--- src/rtl/dog_pkg.sv ---
package dog_pkg;

  // Widest recovery setting the arithmetic helper accepts.
  localparam int unsigned CALC_W = 16;

  typedef enum logic [1:0] {
    ST_NORMAL = 2'd0,
    ST_ALERT  = 2'd1,
    ST_FAULT  = 2'd2
  } guard_state_e;

  // True when a recovery count that has just reached cnt_next satisfies
  // a non-zero setting. A zero setting never satisfies.
  function automatic logic recov_reached(input logic [CALC_W-1:0] cnt_next,
                                         input logic [CALC_W-1:0] setting);
    return (setting != '0) && (cnt_next >= setting);
  endfunction

endpackage

--- src/rtl/dog_recov_timer.sv ---
module dog_recov_timer #(
  parameter int unsigned RECOV_W = 8
) (
  input  logic               clk,
  input  logic               rst_n,
  input  logic               run,
  input  logic               over,
  input  logic               tick,
  input  logic [RECOV_W-1:0] setting,
  output logic               done,
  output logic [RECOV_W-1:0] count
);
  import dog_pkg::*;

  localparam logic [RECOV_W-1:0] CNT_MAX = '1;
  localparam int unsigned PAD_W = CALC_W - RECOV_W;

  logic [RECOV_W-1:0] cnt_q;
  logic [RECOV_W-1:0] cnt_inc;
  logic               counting;

  assign cnt_inc  = (cnt_q == CNT_MAX) ? cnt_q : cnt_q + 1'b1;
  assign counting = run && !over && tick;

  always_ff @(posedge clk) begin
    if (!rst_n) begin
      cnt_q <= '0;
    end else if (!run || over) begin
      cnt_q <= '0;
    end else if (tick) begin
      cnt_q <= cnt_inc;
    end
  end

  assign done  = counting &&
                 recov_reached({{PAD_W{1'b0}}, cnt_inc}, {{PAD_W{1'b0}}, setting});
  assign count = cnt_q;

  // a sample above the limit inside the window leaves a cleared count
  a_r6_count_restart: assert property (@(posedge clk) disable iff (!rst_n)
    (run && over) |=> (count == '0));

endmodule

--- src/rtl/dog_channel.sv ---
module dog_channel #(
  parameter int unsigned RECOV_W = 8
) (
  input  logic               clk,
  input  logic               rst_n,
  input  logic               en,
  input  logic               over,
  input  logic               delay_done,
  input  logic               tick,
  input  logic [RECOV_W-1:0] setting,
  input  logic               host_hit,
  input  logic               auto_off,
  output logic               alert,
  output logic               fault,
  output logic               trip,
  output logic               dly_run,
  output logic               off_req
);
  import dog_pkg::*;

  guard_state_e       st_q, st_d;
  logic               trip_q;
  logic               rec_done;
  logic               rec_run;
  logic               enter_fault;
  logic               leave_fault;
  logic [RECOV_W-1:0] rec_count;

  assign rec_run = (st_q == ST_FAULT);

  dog_recov_timer #(.RECOV_W(RECOV_W)) u_timer (
    .clk     (clk),
    .rst_n   (rst_n),
    .run     (rec_run),
    .over    (over),
    .tick    (tick),
    .setting (setting),
    .done    (rec_done),
    .count   (rec_count)
  );

  always_comb begin
    st_d = st_q;
    if (!en) begin
      st_d = ST_NORMAL;
    end else begin
      unique case (st_q)
        ST_NORMAL: if (over) st_d = ST_ALERT;
        ST_ALERT: begin
          if (!over)           st_d = ST_NORMAL;
          else if (delay_done) st_d = ST_FAULT;
        end
        ST_FAULT: if (host_hit || rec_done) st_d = ST_NORMAL;
        default: st_d = ST_NORMAL;
      endcase
    end
  end

  assign enter_fault = (st_q == ST_ALERT) && (st_d == ST_FAULT);
  assign leave_fault = (st_q == ST_FAULT) && (st_d != ST_FAULT);

  always_ff @(posedge clk) begin
    if (!rst_n) begin
      st_q   <= ST_NORMAL;
      trip_q <= 1'b0;
    end else begin
      st_q   <= st_d;
      trip_q <= enter_fault;
    end
  end

  assign alert   = (st_q == ST_ALERT);
  assign fault   = (st_q == ST_FAULT);
  assign trip    = trip_q;
  assign dly_run = alert;
  assign off_req = fault && auto_off;

  // alert and fault are exclusive
  a_r2_alert_fault_excl: assert property (@(posedge clk) disable iff (!rst_n)
    !(alert && fault));

  // trip lasts exactly one cycle
  a_r3_trip_single: assert property (@(posedge clk) disable iff (!rst_n)
    trip |=> !trip);

  // trip accompanies the first faulted cycle with alert already clear
  a_r3_trip_with_fault: assert property (@(posedge clk) disable iff (!rst_n)
    trip |-> (fault && !alert));

  // with a zero setting, only the host or a disable ends a fault
  a_r7_zero_holds: assert property (@(posedge clk) disable iff (!rst_n)
    (fault && en && (setting == '0) && !host_hit) |=> fault);

  // a fault only ends through the timer, the host, or a disable
  a_r5_exit_cause: assert property (@(posedge clk) disable iff (!rst_n)
    (fault && en && !host_hit && !rec_done) |=> fault);

  // a disabled channel shows no flags on the next cycle
  a_r9_disable_clears: assert property (@(posedge clk) disable iff (!rst_n)
    !en |=> (!alert && !fault));

  // leaving by time needs at least one counted second
  a_r6_exit_needs_count: assert property (@(posedge clk) disable iff (!rst_n)
    (leave_fault && rec_done && !host_hit) |-> ((rec_count + 1'b1) >= setting));

endmodule

--- src/rtl/discharge_overcurrent_guard.sv ---
module discharge_overcurrent_guard #(
  parameter int unsigned NCH     = 2,
  parameter int unsigned RECOV_W = 8
) (
  input  logic                   clk,
  input  logic                   rst_n,
  input  logic                   sec_tick,
  input  logic [NCH-1:0]         over_thr,
  input  logic [NCH-1:0]         ch_en,
  input  logic [NCH-1:0]         delay_done,
  input  logic [NCH-1:0]         auto_off,
  input  logic [NCH*RECOV_W-1:0] recov_time,
  input  logic                   host_recov,
  input  logic [NCH-1:0]         host_recov_sel,
  input  logic                   latched_off,
  output logic [NCH-1:0]         alert,
  output logic [NCH-1:0]         fault,
  output logic [NCH-1:0]         trip,
  output logic [NCH-1:0]         dly_run,
  output logic                   dsg_off
);

  logic [NCH-1:0] ch_off;

  for (genvar c = 0; c < NCH; c++) begin : g_ch
    dog_channel #(.RECOV_W(RECOV_W)) u_ch (
      .clk        (clk),
      .rst_n      (rst_n),
      .en         (ch_en[c]),
      .over       (over_thr[c]),
      .delay_done (delay_done[c]),
      .tick       (sec_tick),
      .setting    (recov_time[c*RECOV_W +: RECOV_W]),
      .host_hit   (host_recov && host_recov_sel[c]),
      .auto_off   (auto_off[c]),
      .alert      (alert[c]),
      .fault      (fault[c]),
      .trip       (trip[c]),
      .dly_run    (dly_run[c]),
      .off_req    (ch_off[c])
    );
  end

  assign dsg_off = (|ch_off) || latched_off;

  // nothing is reported in the first cycle after reset
  a_r1_reset_quiet: assert property (@(posedge clk)
    !rst_n |=> (alert == '0 && fault == '0 && trip == '0));

  // a faulted channel with its autonomous bit set keeps the switch off
  a_r4_fault_forces_off: assert property (@(posedge clk) disable iff (!rst_n)
    ((fault & auto_off) != '0) |-> dsg_off);

endmodule

--- config.mk ---
export PLATFORM = sky130hd
export DESIGN_NAME = discharge_overcurrent_guard
export DESIGN_NICKNAME = d
export VERILOG_FILES = /design/src/rtl/dog_pkg.sv /design/src/rtl/dog_recov_timer.sv /design/src/rtl/dog_channel.sv /design/src/rtl/discharge_overcurrent_guard.sv
export SDC_FILE = /design/constraint.sdc
export NUM_CORES = 1
export LEC_CHECK = 0
export BUFFER_PORTS_ARGS = -buffer_cell sky130_fd_sc_hd__buf_2
export CORE_ASPECT_RATIO = 0.75
export CORE_MARGIN = 5
export CORE_UTILIZATION = 46
export DETAILED_ROUTE_END_ITERATION = 8
export GPL_TIMING_DRIVEN = 0
export PLACE_DENSITY = 0.69
export SYNTH_ARGS = -nofsm -noshare
export SYNTH_HDL_FRONTEND = slang
export SYNTH_SLANG_ARGS = --single-unit
--- constraint.sdc ---
create_clock -name clk -period 2.4 [get_ports clk]
set_clock_uncertainty 0.2 [all_clocks]
set_input_delay 0 -clock clk [delete_from_list [all_inputs] [get_ports clk]]
set_output_delay 0 -clock clk [all_outputs]
set_load 0.1 [all_outputs]
==> results of run 1 <==
==> layer usage <==
layer / global-route usage, % / share of wire, % / up-vias
met3: 3.37 / 6.6 / 2
li1: - / - / 937
met2: 26.7 / 41 / 49
met1: 24.4 / 51 / 793
met4: 1.87 / 0.44 / 0
met5: 0 / 0 / -
==> cells in the final DEF (no fill, tap or decap), types with 5 or more instances in the layout <==
master         count
nor2b_1            7
o211ai_1           5
inv_1             20
dfxtp_2            6
o21ai_0            6
buf_4             18
nor2_1            20
dlygate4sd3_1     12
buf_2             39
nand3_1            9
nand2_1           19
ha_1              14
a21oi_1           18
dfxtp_1           12
==> worst paths after layout <==
check | depth (start not counted) | end | startpoint
worst max-delay path | 9 | g_ch[0].u_ch.st_q[1] | g_ch[0].u_ch.u_timer.count[0]
worst min-delay path | 5 | g_ch[0].u_ch.st_q[1] | recov_time[5]
worst max register to register | 9 | g_ch[0].u_ch.st_q[1] | g_ch[0].u_ch.u_timer.count[0]
worst min register to register | 2 | g_ch[1].u_ch.trip | g_ch[1].u_ch.st_q[0]
==> registers in the layout (all words and copies together) (netlist names) <==
signal                   count
g_ch.u_ch.u_timer.count     16
g_ch.u_ch.trip               2
g_ch.u_ch.st_q               4
==> area by class of cell <==
| class | count | area share [%] |
|---|---|---|
| Clock buffer | 4 | 2.28 |
| Timing Repair Buffer | 62 | 16.6 |
| Buffer | 10 | 3.10 |
| Tap cell | 52 | 2.69 |
| Multi-Input combinational cell | 172 | 53.1 |
| Sequential cell | 22 | 19.1 |
| Inverter | 20 | 3.10 |
==> worst max-delay path, delay by kind of cell, from the launching register on <==
kind,cells,cell delay (ns)
mux,1,0.35
fa+ha+maj,2,0.39
compound gates,3,0.48
simple gates,3,0.49
flops,1,0.36
==> logic make-up after synthesis <==
| family | synth area share, % |
|---|---|
| buf+inv | 8.38 |
| compound gates | 17.0 |
| fa+ha+maj | 12.5 |
| xor+xnor | 3.88 |
| simple gates | 29.1 |
| mux | 4.78 |
| flops | 24.4 |
==> power groups by stage <==
stage               combinational, mW  clock [mW]  sequential [mW]
floorplan                      0.0691           0            0.374
global route                    0.140       0.293            0.364
global placement                0.110           0            0.375
CTS                             0.126       0.274            0.364
finish                          0.128       0.265            0.364
detailed placement              0.111           0            0.375
==> metrics by stage <==
stage               std cells  hold slack (ns)
finish                    342           0.0372
global route              342           0.0656
CTS                       341           0.0372
detailed placement        316          0.00494
global placement          316        -0.000866
floorplan                 225           -0.105
==> timing repair <==
item | in CTS | in global routing
endpoints found under the setup margin | 2 | 2
pin swaps | 5 | 8
buffers inserted | 9 | 2
hold endpoints to repair | 13 | 0
resized for setup | 10 | 12
hold buffers | 12 | 0
==> flow_summary.yaml, run 1 <==
critical_path:
  reg2reg_slack_ns: 0.02
  critPathMostFrequentCell: "ha_4"
  worstPathCellList: "ha_4 -> and4_4 -> nand4_4 -> mux2_4 -> ha_4 -> nor2b_1 -> o211ai_1 -> a311oi_2 -> o21ai_1"
  crit_arrival_ns: 2.34
  path_max_fanout: 3
  end_kind: "flop"
  worstSetupStartpointType: "flop"
  crit_required_ns: 2.36
  crit_type: "flop to flop"
  max_stage_delay_ns: 0.36
  worst_path_max_delay_cell: "dfxtp_4"
min_path:
  hold_path.class: "primary input to flop"
power:
  ir_drop_mv: 0.351
  combPwrFrac_pct: 16.9
  p_per_area_mw_per_mm2: 313
  switching_share_pct: 25.9
  p_leak_nw: 1.09
  seq_power_share_pct: 48.0
  p_int_mw: 0.562
  p_total_mw: 0.758
  p_sw_mw: 0.196
  pwr-share-clk_pct: 35.0
sta:
  timing.fmax_mhz: 421
  finalHoldViolations: 0
  worst_slew_pin_slew_ns: 0.493
  final-setup-viol-count: 0
  rsz0062_at_grt: "true"
  period_needed_ns: 2.38
  tns_ns: 0
  slew_violations: 0
  relSlewSlack_pct: 67.3
  finalCritPeriodShare_pct: 99.1
  setup_ws_ns: 0.0222
placed_design:
  dpl_cell_area_mm2: 0.00211
  portBuffers: 39
  dp_hpwl_um: 3170
  gp_congestion: 0.755
  place_ws_ns: -0.273
yosys:
  ys.flop_type: "dfxtp_1"
  async_reset_ff_share_pct: 0
  yosys-top-cells-count: "22 x dfxtp_1, 21 x nand2_1, 20 x inv_1, 20 x nor2_1"
  syn-cell-area_mm2: 0.00181
  yosysWarningCount: 0
  synth_top_cell_by_area: "dfxtp_1"
  synth.distinct_cells: 44
  yosysMostFrequentCell: "dfxtp_1"
  avgSynthCellArea_um2: 8.02
  synth-seq-area-share_pct: 24.4
  synth_cells: 225
  synth-seq-cells: 22
  synth_edf_count: 0
  synthTopCellsByArea: "dfxtp_1 24%, ha_1 12%, a21oi_1 5.0%"
  synth_top_area_share_pct: 24.4
  synth_nets: 274
global_route:
  grt_max_degree: 13
  grt_usage_pct: 16.9
  grt_pass1_wl_um: 7280
  grt_pass1_vias: 1651
  antenna_found_initial: 0
  grt_overflow: 0
cts:
  cts_tree: "built"
  cts.path.max_buffers: 2
  cts_sinks: 22
  cts_made_buffers: 3
  path_clk_slew_ns: 0.09
  root_buffer: "clkbuf_8"
  cts-htree-levels: 1
  clock_latency_ns: 0.26
cells_and_area:
  nFillCells: 336
  post-route-util_pct: 64.8
  final_nets: 340
  syn2layout_area_growth_pct: 34.0
  ff_latch_area_um2: 463
  drive_above_1_share_pct: 33.1
  antennaDiodeCount: 0
  multi_input_comb_area_mm2: 0.00128
  finalInstanceArea_mm2: 0.00242
detailed_routing:
  wl_per_cell_um: 12.7
  first_pass_iters: 4
  initialDrtViolationCount: 96
  drc: 0
  dr_total_vias: 1781
  via_per_inst: 5.21
  postRouteAntennaNets: 0
  wl_um: 4340
die:
  die_w_um: 82.3
  fp-row-count: 19
  initial_core_util_pct: 48.4
  core-area_mm2: 0.00373
  die_y_um: 64.3
  dieArea_mm2: 0.00529
  io_pins: 40
run_status:
  outcome: "finished, final reports clean"
job:
  cap_violations: 0
Power figures use the tool's default switching activity.
==> run 2, diff against run 1 <==
==> constraint.sdc (replaced) <==
create_clock -name clk -period 2.4 [get_ports clk]
set_clock_uncertainty 0.2 [all_clocks]
set_input_delay 0.36 -clock clk [delete_from_list [all_inputs] [get_ports clk]]
set_output_delay 0.36 -clock clk [all_outputs]
set_load 0.1 [all_outputs]
==> flow_summary.yaml, run 2 (synthesis gave the netlist of run 1 again) <==
cts:
  cts_sinks: 22
  cts.path.max_buffers: 2
  hold_buffers: 0
  root_buffer: "clkbuf_8"
  cts_tree: "built"
  cts-htree-levels: 1
  cts_made_buffers: 3
  path_clk_slew_ns: 0.08
  clock_latency_ns: 0.26
sta:
  worst_slew_pin_slew_ns: 0.484
  relSlewSlack_pct: 67.8
  slew_violations: 0
  finalHoldViolations: 0
  period_needed_ns: 2.38
  finalCritPeriodShare_pct: 99.2
  timing.fmax_mhz: 420
  whs_ns: 0.0817
  rsz0062_at_grt: "true"
  final-setup-viol-count: 0
  setup_ws_ns: 0.0197
power:
  p_per_area_mw_per_mm2: 323
  p_int_mw: 0.550
  switching_share_pct: 25.9
  p_sw_mw: 0.192
  combPwrFrac_pct: 15.3
  p_leak_nw: 1.04
  pwr-share-clk_pct: 35.6
  ir_drop_mv: 0.350
  seq_power_share_pct: 49.0
  p_total_mw: 0.742
cells_and_area:
  ff_latch_area_um2: 463
  nFillCells: 351
  antennaDiodeCount: 0
  layout_common_cells: "39 x buf_2, 20 x nor2_1, 20 x inv_1"
  largest_reg_flops: 16
  final_common_cell: "buf_2"
  multi_input_comb_area_mm2: 0.00128
  syn2layout_area_growth_pct: 27.4
  final_nets: 328
  drive_above_1_share_pct: 34.5
detailed_routing:
  first_pass_iters: 4
  dr_total_vias: 1718
  drc: 0
  wl_um: 4130
  via_per_inst: 5.21
  initialDrtViolationCount: 93
  wl_per_cell_um: 12.5
  postRouteAntennaNets: 0
min_path:
  worstHoldStart: "delay_done[0]"
  min_to: "g_ch[0].u_ch.st_q[0]"
  hold_path.class: "primary input to flop"
  hold_depth: 2
critical_path:
  reg2reg_slack_ns: 0.02
  worstSetupStartpointType: "flop"
  reg2reg_depth: 9
  reg2reg_from: "g_ch[0].u_ch.u_timer.count[0]"
  r2r_end: "g_ch[0].u_ch.st_q[1]"
  crit_required_ns: 2.36
  crit_arrival_ns: 2.34
  path_max_fanout: 3
  crit_type: "flop to flop"
  end_kind: "flop"
die:
  core-area_mm2: 0.00373
  io_pins: 40
  fp-row-count: 19
  die_w_um: 82.3
  dieArea_mm2: 0.00529
  initial_core_util_pct: 48.4
  die_y_um: 64.3
global_route:
  antenna_found_initial: 0
  grt_max_degree: 13
  grt_pass1_wl_um: 6990
  grt_overflow: 0
  grt_usage_pct: 16.2
  grt_pass1_vias: 1573
job:
  cap_violations: 0
run_status:
  outcome: "finished, final reports clean"
placed_design:
  portBuffers: 39
  gp_congestion: 0.755
  dp_hpwl_um: 3170
  place_ws_ns: -0.273
[run 2: cell count changes in the layout (fill, tap and decap cells not counted), sizes merged]
cell / previous run / this run
dlygate4sd3: 12 / 0
[run 2: repair_timing]
item,4_1_cts,5_1_grt
gates resized for setup,10,12
setup endpoints to repair,2,2
setup buffers,9,2
pin swaps,5,8
[run 2: layer usage]
metal | vias to the layer above | share of wire (%) | GRT usage, %
li1 | 911 | - | -
met1 | 762 | 52 | 24.2
met2 | 43 | 40 | 24.5
met3 | 2 | 7.0 | 3.51
met4 | 0 | 0.46 | 1.87
met5 | - | 0 | 0
[run 2: critical path, stage by stage (launching register included)]
cell	delay [ns]
dfxtp_4	0.36
ha_4	0.13
and4_4	0.24
nand4_4	0.14
mux2_4	0.35
ha_4	0.26
nor2b_1	0.11
o211ai_1	0.12
a311oi_2	0.27
o21ai_1	0.09
[run 2: how the worst max path moves through the flow]
stage,cells after the start,slack (ns),endpoint,from
2_1_floorplan,10,0.01,g_ch[0].u_ch.st_q[1],g_ch[0].u_ch.u_timer.count[0]
3_3_place_gp,10,-0.23,g_ch[0].u_ch.st_q[1],g_ch[0].u_ch.u_timer.count[0]
3_5_place_dp,10,-0.27,g_ch[0].u_ch.st_q[1],g_ch[0].u_ch.u_timer.count[0]
4_1_cts,10,-0.07,g_ch[0].u_ch.st_q[1],g_ch[0].u_ch.u_timer.count[0]
5_1_grt,9,-0.08,g_ch[0].u_ch.st_q[1],g_ch[0].u_ch.u_timer.count[0]
6_report,9,0.02,g_ch[0].u_ch.st_q[1],g_ch[0].u_ch.u_timer.count[0]
[run 2: cell type report]
| type | instances | share of cell area [%] |
|---|---|---|
| multi-input combinational | 172 | 55.9 |
| sequential | 22 | 20.1 |
| timing repair buffer | 50 | 12.2 |
| buffer | 10 | 3.26 |
| inverter | 20 | 3.26 |
| tap | 52 | 2.83 |
| clock buffer | 4 | 2.39 |
[run 2: per-stage QoR]
step	cells	utilization (%)	instance area (um2)	setup TNS [ns]
floorplan	225	-	1850	0
detailed placement	316	56.5	2110	-0.472
global placement	316	56.5	2110	-0.388
CTS	329	60.6	2260	-0.0683
finish	330	61.6	2300	0
global route	330	61.6	2300	-0.103
[run 2: power groups by stage]
stage                     Clock (mW)  Sequential [mW]  Combinational (mW)
after floorplan                    0            0.374              0.0691
after global placement             0            0.375               0.110
after detailed placement           0            0.375               0.111
after CTS                      0.274            0.364               0.113
after global routing           0.293            0.364               0.125
final                          0.264            0.364               0.114
